$ cat src/rtl/pdv_pkg.sv
package pdv_pkg;

  // Length in bits of the density window that must hold n ones.
  function automatic int win_len(input int step, input int n);
    return step * (n + 1);
  endfunction

  // Ones required in the window of index n.
  function automatic int ones_needed(input int n);
    return n;
  endfunction

  // Counter width able to hold the value max_val.
  function automatic int cnt_width(input int max_val);
    return $clog2(max_val + 1);
  endfunction

endpackage

$ cat src/rtl/pdv_history.sv
module pdv_history #(
  parameter int WIN_STEP = 8,
  parameter int N_MAX    = 23
) (
  input  logic             clk,
  input  logic             rst_n,
  input  logic             bit_in,
  input  logic             bit_vld,
  output logic [N_MAX-1:0] win_fail
);
  localparam int HIST_LEN = pdv_pkg::win_len(WIN_STEP, N_MAX);
  localparam int CNT_W    = pdv_pkg::cnt_width(HIST_LEN);

  logic [HIST_LEN-1:0] hist;  // bit 0 is the newest accepted bit

  always_ff @(posedge clk) begin
    if (!rst_n)       hist <= '1;
    else if (bit_vld) hist <= {hist[HIST_LEN-2:0], bit_in};
  end

  // Each window keeps a running ones count. The count moves by the
  // incoming bit minus the bit that drops off the window's far end.
  for (genvar k = 0; k < N_MAX; k++) begin : g_win
    localparam int WLEN = pdv_pkg::win_len(WIN_STEP, k + 1);
    localparam int NEED = pdv_pkg::ones_needed(k + 1);

    logic [CNT_W-1:0] cnt;
    logic [CNT_W-1:0] cnt_nxt;
    logic             leaving;

    assign leaving = hist[WLEN-1];

    always_comb cnt_nxt = cnt + CNT_W'(bit_in) - CNT_W'(leaving);

    always_ff @(posedge clk) begin
      if (!rst_n)       cnt <= CNT_W'(WLEN);
      else if (bit_vld) cnt <= cnt_nxt;
    end

    assign win_fail[k] = bit_vld && (cnt_nxt < CNT_W'(NEED));

    // a window count can never exceed the window length
    a_r3_count_bound: assert property (@(posedge clk) disable iff (!rst_n)
      cnt <= CNT_W'(WLEN));
  end

  // the history holds while no bit is accepted
  a_r7_hist_hold: assert property (@(posedge clk) disable iff (!rst_n)
    !bit_vld |=> $stable(hist));

endmodule

$ cat src/rtl/pdv_zero_run.sv
module pdv_zero_run #(
  parameter int ZRUN_LIMIT = 15
) (
  input  logic clk,
  input  logic rst_n,
  input  logic bit_in,
  input  logic bit_vld,
  output logic zrun_fail
);
  localparam int ZC_W = pdv_pkg::cnt_width(ZRUN_LIMIT + 1);

  logic [ZC_W-1:0] zcnt;  // saturates at ZRUN_LIMIT+1

  always_ff @(posedge clk) begin
    if (!rst_n) zcnt <= '0;
    else if (bit_vld) begin
      if (bit_in)                            zcnt <= '0;
      else if (zcnt <= ZC_W'(ZRUN_LIMIT))    zcnt <= zcnt + 1'b1;
    end
  end

  // Fails on the zero that makes the run longer than the limit.
  assign zrun_fail = bit_vld && !bit_in && (zcnt >= ZC_W'(ZRUN_LIMIT));

  // the run counter stays within its saturation range
  a_r2_zcnt_bound: assert property (@(posedge clk) disable iff (!rst_n)
    zcnt <= ZC_W'(ZRUN_LIMIT + 1));

  // an accepted one always ends a run
  a_r2_one_clears: assert property (@(posedge clk) disable iff (!rst_n)
    (bit_vld && bit_in) |=> (zcnt == '0));

endmodule

$ cat src/rtl/pdv_recovery.sv
module pdv_recovery #(
  parameter int RECOVER_ONES = 23
) (
  input  logic clk,
  input  logic rst_n,
  input  logic bit_in,
  input  logic bit_vld,
  input  logic set_evt,
  output logic viol,
  output logic viol_irq
);
  localparam int RUN_W = pdv_pkg::cnt_width(RECOVER_ONES);

  logic [RUN_W-1:0] ones_run;
  logic             rise;
  logic             clear;

  assign rise  = bit_vld && !viol && set_evt;
  assign clear = bit_vld && viol && bit_in && (ones_run == RUN_W'(RECOVER_ONES - 1));

  always_ff @(posedge clk) begin
    if (!rst_n) begin
      viol     <= 1'b0;
      viol_irq <= 1'b0;
      ones_run <= '0;
    end else begin
      viol_irq <= rise;
      if (rise) begin
        viol     <= 1'b1;
        ones_run <= '0;
      end else if (clear) begin
        viol     <= 1'b0;
        ones_run <= '0;
      end else if (bit_vld && viol) begin
        ones_run <= bit_in ? ones_run + 1'b1 : '0;
      end
    end
  end

  // a pulse only follows a rise of the status
  a_r5_irq_on_rise: assert property (@(posedge clk) disable iff (!rst_n)
    viol_irq |-> (viol && !$past(viol)));

  // a pulse lasts a single cycle
  a_r5_irq_single: assert property (@(posedge clk) disable iff (!rst_n)
    viol_irq |=> !viol_irq);

  // no pulse when the status falls
  a_r6_no_fall_irq: assert property (@(posedge clk) disable iff (!rst_n)
    $fell(viol) |-> !viol_irq);

  // the status clears only on an accepted one
  a_r4_clear_on_one: assert property (@(posedge clk) disable iff (!rst_n)
    $fell(viol) |-> $past(bit_vld && bit_in));

  // the status holds while no bit is accepted
  a_r7_viol_hold: assert property (@(posedge clk) disable iff (!rst_n)
    !bit_vld |=> $stable(viol));

endmodule

$ cat src/rtl/pdv_monitor.sv
module pdv_monitor #(
  parameter int WIN_STEP     = 8,
  parameter int N_MAX        = 23,
  parameter int ZRUN_LIMIT   = 15,
  parameter int RECOVER_ONES = 23
) (
  input  logic clk,
  input  logic rst_n,
  input  logic bit_in,
  input  logic bit_vld,
  output logic viol,
  output logic viol_irq
);
  logic [N_MAX-1:0] win_fail;
  logic             dens_fail;
  logic             zrun_fail;
  logic             set_evt;

  pdv_history #(.WIN_STEP(WIN_STEP), .N_MAX(N_MAX)) u_hist (
    .clk(clk), .rst_n(rst_n), .bit_in(bit_in), .bit_vld(bit_vld),
    .win_fail(win_fail)
  );

  pdv_zero_run #(.ZRUN_LIMIT(ZRUN_LIMIT)) u_zrun (
    .clk(clk), .rst_n(rst_n), .bit_in(bit_in), .bit_vld(bit_vld),
    .zrun_fail(zrun_fail)
  );

  assign dens_fail = |win_fail;
  assign set_evt   = dens_fail | zrun_fail;

  pdv_recovery #(.RECOVER_ONES(RECOVER_ONES)) u_rec (
    .clk(clk), .rst_n(rst_n), .bit_in(bit_in), .bit_vld(bit_vld),
    .set_evt(set_evt), .viol(viol), .viol_irq(viol_irq)
  );

  // an over-long zero run leaves the status set on the next cycle
  a_r2_zero_run_sets: assert property (@(posedge clk) disable iff (!rst_n)
    zrun_fail |=> viol);

  // a density failure leaves the status set on the next cycle
  a_r3_density_sets: assert property (@(posedge clk) disable iff (!rst_n)
    dens_fail |=> viol);

  // a test can only fail on a cycle that accepts a bit
  a_r8_fail_needs_vld: assert property (@(posedge clk) disable iff (!rst_n)
    set_evt |-> bit_vld);

endmodule

$ cat config.mk
export PLATFORM = sky130hd
export DESIGN_NAME = pdv_monitor
export DESIGN_NICKNAME = d
export VERILOG_FILES = /design/src/rtl/pdv_pkg.sv /design/src/rtl/pdv_history.sv /design/src/rtl/pdv_zero_run.sv /design/src/rtl/pdv_recovery.sv /design/src/rtl/pdv_monitor.sv
export SDC_FILE = /design/constraint.sdc
export NUM_CORES = 1
export LEC_CHECK = 0
export ABC_AREA = 1
export BUFFER_PORTS_ARGS = -buffer_cell sky130_fd_sc_hd__buf_2
export CORE_ASPECT_RATIO = 0.8
export CORE_MARGIN = 1
export CORE_UTILIZATION = 44
export CTS_CLUSTER_DIAMETER = 40
export DETAILED_ROUTE_END_ITERATION = 16
export GPL_ROUTABILITY_DRIVEN = 0
export PLACE_DENSITY = 0.61
export SLEW_MARGIN = 30
export SYNTH_ARGS = -nofsm -noshare
export SYNTH_HDL_FRONTEND = slang
export SYNTH_SLANG_ARGS = --single-unit
$ cat constraint.sdc
create_clock -name clk -period 3.1 [get_ports clk]
set_input_delay 0.62 -clock clk [delete_from_list [all_inputs] [get_ports clk]]
set_output_delay 0.62 -clock clk [all_outputs]
set_load 0.02 [all_outputs]
==> results by group, run 1 <==
Timing
  – Tmin final: 2860 ps
  – Finish-stage setup viols: 0
  – Peak Freq: 350 MHz
  – Worst slew pin tran: 890 ps
  – Worst Skew: 13.6 ps
  – Final period utilization: 92.1%
  – Fin. Hold Viols: 0
  – Worst hold slack: 400 ps
  – Max Slew Vio Count: 0
  – RSZ-0062 raised after global routing: false
  – Setup_tns: 0 ps
  – Slew HR: 40.7%

Logic synthesis
  – Cell count after synthesis: 3323
  – Seq/Total Area, Yosys: 34.5%
  – Syn. warnings: 0
  – Multiplexer share of the synthesized area: 0%
  – Xor/xnor share of the synthesized area: 2.64%
  – Synth Area in Simple Gates: 29.3%
  – Syn avg cell area: 6.77 um^2
  – Adder-cell share of the synthesized area: 12.5%
  – Main combinational cell family by area after synthesis: simple AND/OR/NAND/NOR gates
  – Post-synth top area cell: dfxtp_1
  – Number of synthesized register bits: 388
  – Post-synth top area share: 34.5%
  – Compound-Gate Fraction of Synth Area: 9.61%
  – Dominant cells by area after synthesis: dfxtp_1 (35%), nand2_1 (17%), ha_1 (10%)
  – Yosys cell types: 34
  – Synth Cell Area: 0.0225 mm^2
  – Post-synth net total: 3538

Clock network
  – Worst-path clk slew: 50 ps
  – Hold-fix buffers, CTS: 0
  – Clock Tree Buf Depth: 3
  – Total CTS buffers: 58
  – Postcts setup bufs: 0
  – CTS tree: built
  – Skew-Pair Late Insertion Delay: 610 ps
  – Clock Tree Root: clkbuf_16
  – Htree depth: 2
  – Clk sinks: 388

Worst hold path
  – Hold crit path type: in2reg

Placement
  – PortBufs: 5
  – Post-DP HPWL: 31400 um

Critical path
  – Worst EP required: 3630 ps
  – Critical Path AT: 3390 ps
  – CP max FO: 5
  – Setup CP Type: reg2reg
  – Worst Setup Start Kind: register
  – Worst setup EP type: register

Route
  – DRT iter0 DRCs: 1128
  – Via count: 19700
  – Final WL: 47900 um
  – Drt drc: 0
  – Avg WL per Cell: 11.9 um
  – Antenna viol nets, final: 0
  – DRT Pass-1 Iters: 5
  – Via density per instance: 4.90

Power
  – Int Pwr: 12300 uW
  – Clock power frac: 36.1%
  – Sequential share of power: 31.2%
  – Sw frac: 34.8%
  – Combinational group share of total power: 32.7%
  – NetSw: 6590 uW
  – PwrDens: 744 mW/mm^2
  – Worst IR drop on VDD: 0.461 mV
  – LEAKAGE: 0.0138 uW

Run
  – Number of max-cap violations: 0

Global routing
  – Vias in the first global route: 18500
  – Initial antenna violation count: 1
  – First-pass GRT wire length: 82600 um
  – Global Route Usage Sum: 18.6%
  – Gr ovfl total: 0
  – Largest net degree at the start of global routing: 246

Finish
  – Fraction of layout cells with a size suffix above 1: 5.19%
  – Nets: 3521
  – Area Growth Syn to Fin: 13.0%
  – Util after Layout: 50.8%
  – Inserted Diodes: 0

Die
  – Rows: 73
  – Height of the die: 204 um
  – Initial Util: 45.0%
  – Core area: 0.0501 mm^2
  – IO Pins: 6
  – Die X: 255 um
  – Die ar.: 0.0521 mm^2

Outcome
  – Status: completed
==> synth_stat cells (all sizes together) <==
library cell,n
nand2,1032
inv,555
dfxtp,388
nand3,351
a21oi,193
ha,188
o21ai,129
nor2,121
clkbuf,114
o211ai,56
nand4,40
xnor2,38
xor2,29
nand3b,27
fa,23
buf,11
a211oi,5
or2,5
nor3,4
a21o,3
a41oi,3
clkinv,2
o21a,2
a21boi,1
a31oi,1
a32oi,1
o21bai,1
==> per-layer routing <==
layer	track usage (%)	vias to the layer above	wire [um]	share of wire, %
met3	3.03	71	1560	3.3
met5	0	-	7	0.015
met2	30.7	188	20800	43
met4	5.07	2	830	1.7
li1	-	10500	-	-
met1	24.9	8951	24700	52
==> worst max-delay path, cell delays in order, from the launching register on <==
cell and delay (ps):
dfxtp_2 390, ha_1 250, inv_1 50, ha_1 140, inv_1 50, fa_1 390, inv_1 90, nand3_1 80
nand2_2 90, xor2_2 160, nand2_1 70, nand2_1 70, inv_1 40, nand2_1 40, nand2_1 90, nor2_2 110
nand2_1 70, nor2_2 180, nand2_1 110, nand2_1 90, nand2_2 100, nor2_1 100
==> layout make-up <==
type / count / area, um^2
Clock buffer: 69 / 1560
Clock inverter: 38 / 485
Fill cell: 4976 / 24600
Inverter: 557 / 2100
Multi-Input combinational cell: 2253 / 12200
Sequential cell: 388 / 7770
Tap cell: 675 / 845
Timing Repair Buffer: 48 / 475
==> registers in the layout, summed over array words and instances (netlist names) <==
register	cells
u_hist.hist	192
u_hist.g_win.cnt	184
u_rec.ones_run	5
u_zrun.zcnt	5
u_rec.viol	1
u_rec.viol_irq	1
==> per-stage QoR <==
stage | setup slack [ps] | std cells | instance area (um^2) | power (uW)
floorplan | 715 | 3323 | 22500 | 10700
global placement | -166 | 3920 | 23300 | 12000
detailed placement | -206 | 3920 | 23300 | 12100
CTS | 41.3 | 4027 | 25400 | 19100
global route | 0.208 | 4028 | 25400 | 20400
finish | 244 | 4028 | 25400 | 18900
==> power groups by stage <==
stage / clock network (uW) / logic (uW) / registers [uW]
finish: 6840 / 6190 / 5900
global route: 7260 / 7200 / 5960
CTS: 7040 / 6180 / 5900
detailed placement: 0 / 6140 / 6000
global placement: 0 / 5970 / 5980
floorplan: 0 / 4810 / 5910
==> repair_timing <==
item / 4_1_cts / 5_1_grt
resized for setup: 0 / 10
endpoints found under the hold margin: 0 / 0
setup endpoints to repair: 0 / 7
==> placed cells by master (no fill, tap or decap), types with 5 or more instances in the layout <==
cell type and count:
clkbuf_1 5, nand3b_1 27, inv_6 6, nand4_1 40
o211ai_1 56, clkinvlp_4 7, nand3_1 350, fa_1 21
clkbuf_8 5, a21oi_1 193, xnor2_1 38, nand2_1 1027
dfxtp_1 386, nand2_2 5, xor2_1 28, inv_1 554
clkinv_2 11, a211oi_1 5, nor2_1 115, nor2_2 6
ha_1 188, clkbuf_16 59, buf_12 7, bufinv_16 9
o21ai_0 129, buf_4 35
==> final timing paths <==
path | startpoint | cells past startpoint | slack [ps] | endpoint
hold reg to reg | u_hist.hist[88] | 2 | 450 | u_hist.hist[88]
setup / recovery | u_hist.hist[167] | 21 | 240 | u_rec.ones_run[0]
hold / removal | bit_vld | 2 | 400 | u_hist.g_win[9].cnt[1]
setup reg to reg | u_hist.hist[167] | 21 | 240 | u_rec.ones_run[0]
==> kinds of logic after synthesis <==
family          after synthesis
simple gates               1580
buf+inv                     682
compound gates              395
flops                       388
fa+ha+maj                   211
xor+xnor                     67
No activity file was read; power rests on OpenSTA's default activity.
==> run 2: changes to the inputs <==
PLACE_DENSITY = 0.66   (was 0.61)
==> results by group, run 2 (synthesized netlist as in run 1, its figures left out) <==
Global routing
  – Gr ovfl total: 0
  – First-pass GRT wire length: 78400 um
  – Initial antenna violation count: 0
  – Global Route Usage Sum: 17.5%
  – Largest net degree at the start of global routing: 230
  – Vias in the first global route: 17300

Route
  – Final WL: 44200 um
  – Via density per instance: 4.78
  – DRT Pass-1 Iters: 5
  – Antenna viol nets, final: 0
  – DRT iter0 DRCs: 1133
  – Avg WL per Cell: 11.0 um
  – Drt drc: 0
  – Via count: 19200

Finish
  – Area Growth Syn to Fin: 13.0%
  – Most frequent cells in the layout: nand2_1 (1028), inv_1 (554), dfxtp_1 (387), nand3_1 (350), a21oi_1 (193)
  – Most common cell after layout, fill and taps aside: nand2_1
  – Post-route cell area: 0.0254 mm^2
  – Fraction of layout cells with a size suffix above 1: 4.64%
  – Largest regs: u_hist.hist: 192 flops, u_hist.g_win.cnt: 184 flops
  – Inserted Diodes: 0
  – Largest Register: u_hist.hist
  – Nets: 3503
  – Non-Filler Instances: 4013
  – Max reg flops: 192
  – Util after Layout: 50.8%

Clock network
  – Clock Tree Buf Depth: 3
  – CTS resizes: 0
  – Postcts setup bufs: 0
  – Clk sinks: 388
  – Total CTS buffers: 59
  – Skew-Pair Late Insertion Delay: 640 ps
  – Hold-fix buffers, CTS: 0
  – Worst-path clk slew: 60 ps
  – CTS tree: built
  – Htree depth: 2
  – Clock Tree Root: clkbuf_16

Worst hold path
  – Hold path depth: 3
  – Hold crit path type: in2reg

Critical path
  – Critical Path AT: 3300 ps
  – Largest stage delay on the critical path: 390 ps
  – CP Cell Sequence: inv_1, ha_1, inv_1, ha_1, inv_1, fa_1, inv_1, nand3_1, nand2_2, xor2_2, nand2_1, nand2_1, inv_1, nand2_1, nand2_1, nor2_4, nand2_1, nor2_1, nand2_1, nand2_1, nand2_2, nor2_1
  – Cell mode on critical path: nand2_1
  – Worst Setup Start Kind: register
  – Slowest cell on the critical path: fa_1
  – CP max FO: 5
  – Worst setup EP type: register
  – Setup CP Type: reg2reg
  – Worst EP required: 3670 ps
  – FF-to-FF path depth: 22

Power
  – LEAKAGE: 0.0138 uW
  – Int Pwr: 12200 uW
  – Clock power frac: 37.7%
  – Combinational group share of total power: 31.4%
  – PwrDens: 748 mW/mm^2
  – Sequential share of power: 30.9%
  – Sw frac: 35.9%
  – Tot Pwr: 19000 uW
  – NetSw: 6830 uW
  – Worst IR drop on VDD: 0.548 mV

Placement
  – Post-DP HPWL: 28500 um
  – Placed cell area: 0.0232 mm^2
  – DP Cell Count: 3901
  – PortBufs: 5

Timing
  – Slew HR: 29.7%
  – Final period utilization: 88.3%
  – Peak Freq: 365 MHz
  – Tmin final: 2740 ps
  – Fin. Hold Viols: 0
  – Worst Skew: 41.0 ps
  – Worst slew pin tran: 1050 ps
  – Finish-stage setup viols: 0
  – Worst hold slack: 436 ps
  – Max Slew Vio Count: 0
  – RSZ-0062 raised after global routing: false

Run
  – Number of max-cap violations: 0

Die
  – Die X: 255 um
  – IO Pins: 6
  – Initial Util: 45.0%
  – Die ar.: 0.0521 mm^2
  – Rows: 73
  – Height of the die: 204 um
  – Core area: 0.0501 mm^2

Outcome
  – Status: completed
[run 2: final cells by class]
cell class                      instances  area (um^2)
Sequential cell                       388         7770
Inverter                              557         2100
Tap cell                              675          845
Multi-Input combinational cell       2253        12200
Timing Repair Buffer                   29          345
Clock inverter                         44          638
Fill cell                            4975        24600
Clock buffer                           67         1560
[run 2: stage by stage]
| stage | worst slack [ps] | TNS, ps |
|---|---|---|
| floorplan | 715 | 0 |
| global placement | -63.7 | -350 |
| detailed placement | -101 | -562 |
| CTS | 212 | 0 |
| global route | 36.8 | 0 |
| finish | 362 | 0 |
[run 2: path summary, 6_finish.rpt]
path	start	end	slack [ps]
max reg2reg	u_hist.g_win[19].cnt[0]	u_rec.ones_run[2]	360
min	rst_n	u_hist.hist[140]	440
min reg2reg	u_hist.hist[166]	u_hist.hist[166]	450
max	u_hist.g_win[19].cnt[0]	u_rec.ones_run[2]	360
[run 2: power by group through the flow]
stage	registers [uW]	logic (uW)	clock network [uW]
finish	5890	5970	7180
floorplan	5910	4810	0
global placement	5990	5890	0
global route	5960	7050	7560
detailed placement	5990	5920	0
CTS	5890	5970	7350
[run 2: critical path, delay by kind of cell, from the launching register on]
kind | cells | cell delay (ps)
and+or+nand+nor | 13 | 1100
xor gates and xnor gates | 1 | 140
buffers and inverters | 5 | 290
DFF | 1 | 310
adders and majority gates | 3 | 830
[run 2: metal layers]
metal | vias to the layer above | wire length, um | global-route usage [%]
met4 | 0 | 900 | 5.03
met2 | 209 | 17400 | 26.1
met5 | - | 0 | 0
li1 | 10500 | - | -
met1 | 8379 | 24500 | 25.8
met3 | 71 | 1450 | 2.73
==> run 3: changes to the inputs <==
CORE_ASPECT_RATIO = default   (was 0.8)
==> results by group, run 3 (synthesized netlist as in run 1, its figures left out) <==
Outcome
  – Status: completed

Worst hold path
  – Hold EP: u_hist.hist[98]
  – Hold path start: rst_n
  – Hold crit path type: in2reg
  – Hold path depth: 2

Critical path
  – Worst setup EP type: register
  – Worst Path Buf+Inv: 3
  – Critical Path AT: 3330 ps
  – Largest stage delay on the critical path: 430 ps
  – Cell mode on critical path: nand2_1
  – FF-to-FF path depth: 20
  – CP max FO: 5
  – Worst EP required: 3620 ps
  – Top Family by Delay on Critical Path: simple AND/OR/NAND/NOR gates
  – Slowest cell on the critical path: fa_1
  – Worst Setup Start Kind: register
  – CP Cell Sequence: inv_1, ha_1, inv_1, ha_1, fa_1, nand3_1, nand3_1, xor2_1, nand2_1, nand2_1, inv_1, nand2_1, nand2_1, nor2_1, nand2_1, nor2_1, nand2_1, nand2_1, nand2_2, nor2_1
  – Setup CP Type: reg2reg
  – Reg2reg end: u_rec.ones_run[2]
  – R2R Setup Slk: 290 ps
  – Worst r2r src: u_hist.g_win[16].cnt[0]

Finish
  – Multi-input gate area: 0.0122 mm^2
  – Largest regs: u_hist.hist: 192 flops, u_hist.g_win.cnt: 184 flops
  – Fraction of layout cells with a size suffix above 1: 4.84%
  – Non-Filler Instances: 4020
  – Max reg flops: 192
  – Filler Cell Count: 4921
  – FF+latch area: 0.00777 mm^2
  – Largest Register: u_hist.hist
  – Area Growth Syn to Fin: 13.5%
  – Most common cell after layout, fill and taps aside: nand2_1
  – Post-route cell area: 0.0256 mm^2
  – Nets: 3510
  – Inserted Diodes: 0
  – Most frequent cells in the layout: nand2_1 (1028), inv_1 (554), dfxtp_1 (388), nand3_1 (350), a21oi_1 (193)

Global routing
  – Largest net degree at the start of global routing: 212
  – Initial antenna violation count: 0
  – Vias in the first global route: 17900
  – First-pass GRT wire length: 79300 um
  – Global Route Usage Sum: 17.4%
  – Gr ovfl total: 0

Clock network
  – Worst-path clk slew: 60 ps
  – Hold-fix buffers, CTS: 0
  – Clock Tree Buf Depth: 3
  – Skew-Pair Late Insertion Delay: 580 ps
  – CTS resizes: 0
  – Postcts setup bufs: 0
  – Htree depth: 3
  – Clock Tree Root: clkbuf_16
  – Total CTS buffers: 69
  – Clk sinks: 388
  – CTS tree: built

Timing
  – Tmin final: 2810 ps
  – Fin. Hold Viols: 0
  – Worst slew pin tran: 931 ps
  – RSZ-0062 raised after global routing: false
  – Slew HR: 37.9%
  – Final period utilization: 90.6%
  – Peak Freq: 356 MHz
  – Worst Skew: 22.8 ps
  – Worst hold slack: 297 ps
  – Max Slew Vio Count: 0
  – Finish-stage setup viols: 0
  – Post-layout worst setup margin: 292 ps

Power
  – Combinational group share of total power: 30.6%
  – Sw frac: 34.5%
  – Clock power frac: 39.2%
  – Int Pwr: 12800 uW
  – Worst IR drop on VDD: 0.355 mV
  – Sequential share of power: 30.3%
  – PwrDens: 763 mW/mm^2
  – NetSw: 6730 uW
  – LEAKAGE: 0.0138 uW

Placement
  – Post-DP HPWL: 28400 um
  – DP Cell Count: 3896
  – Dpl ws: -47.2 ps
  – Placed cell area: 0.0232 mm^2
  – PortBufs: 5

Route
  – Via count: 19400
  – Antenna viol nets, final: 0
  – Avg WL per Cell: 11.1 um
  – Drt drc: 0
  – Via density per instance: 4.82
  – DRT Pass-1 Iters: 5
  – Final WL: 44600 um
  – DRT iter0 DRCs: 1057

Die
  – Height of the die: 228 um
  – Rows: 82
  – Initial Util: 44.8%
  – Die X: 228 um
  – Core area: 0.0503 mm^2
  – IO Pins: 6
  – Die ar.: 0.0521 mm^2

Run
  – Number of max-cap violations: 0
run 3: changes by cell type in the layout (fill, tap and decap cells not counted), moves of 3 or more:
cell / before / now
inv_8: 11 / 2
clkinv_16: 3 / 0
clkinv_2: 2 / 8
clkbuf_16: 59 / 72
inv_6: 9 / 14
clkinvlp_4: 3 / 6
buf_4: 15 / 12
clkbuf_8: 5 / 8
run 3: per-stage QoR:
step,util (%),total power [uW],setup TNS (ps)
2_1_floorplan,-,10700,0
3_3_place_gp,46.1,11900,-161
3_5_place_dp,46.1,12000,-220
4_1_cts,50.8,19700,0
5_1_grt,50.8,21000,0
6_report,50.8,19500,0
run 3: worst max-delay path by stage:
stage	startpoint	end	slack (ps)	depth (start not counted)
final	u_hist.g_win[16].cnt[0]	u_rec.ones_run[2]	290	20
after global routing	u_hist.g_win[16].cnt[0]	u_rec.ones_run[3]	0.6	20
after CTS	u_hist.g_win[16].cnt[0]	u_rec.ones_run[2]	260	20
after detailed placement	bit_in	u_rec.ones_run[2]	-50	21
after global placement	bit_in	u_rec.ones_run[1]	-30	21
after floorplan	bit_in	u_rec.ones_run[3]	720	17
run 3: area by class of cell:
| cell class | count | share of cell area [%] |
|---|---|---|
| multi-input combinational | 2253 | 47.6 |
| sequential | 388 | 30.4 |
| inverter | 557 | 8.21 |
| clock buffer | 82 | 7.51 |
| tap | 672 | 3.29 |
| clock inverter | 42 | 1.76 |
| timing repair buffer | 26 | 1.20 |
run 3: worst register-to-register path: stages (launching register included):
cell and delay (ps):
dfxtp_1 300, inv_1 50, ha_1 270, inv_1 40
ha_1 190, fa_1 430, nand3_1 100, nand3_1 80
xor2_1 220, nand2_1 90, nand2_1 70, inv_1 30
nand2_1 70, nand2_1 50, nor2_1 140, nand2_1 70
nor2_1 180, nand2_1 100, nand2_1 90, nand2_2 90
nor2_1 90
run 3: power groups by stage:
stage	sequential (uW)	combinational, uW	clock, uW
floorplan	5910	4810	0
global placement	6000	5900	0
detailed placement	6000	5960	0
CTS	5900	6010	7840
global route	5970	6990	8070
finish	5900	5960	7640
run 3: metal layers:
| layer | vias up | GRT usage [%] | share of wire, % |
|---|---|---|---|
| met2 | 187 | 28.8 | 44 |
| li1 | 10500 | - | - |
| met5 | - | 0 | 0 |
| met3 | 76 | 3.03 | 3.5 |
| met4 | 0 | 6.12 | 2.0 |
| met1 | 8575 | 22.9 | 51 |
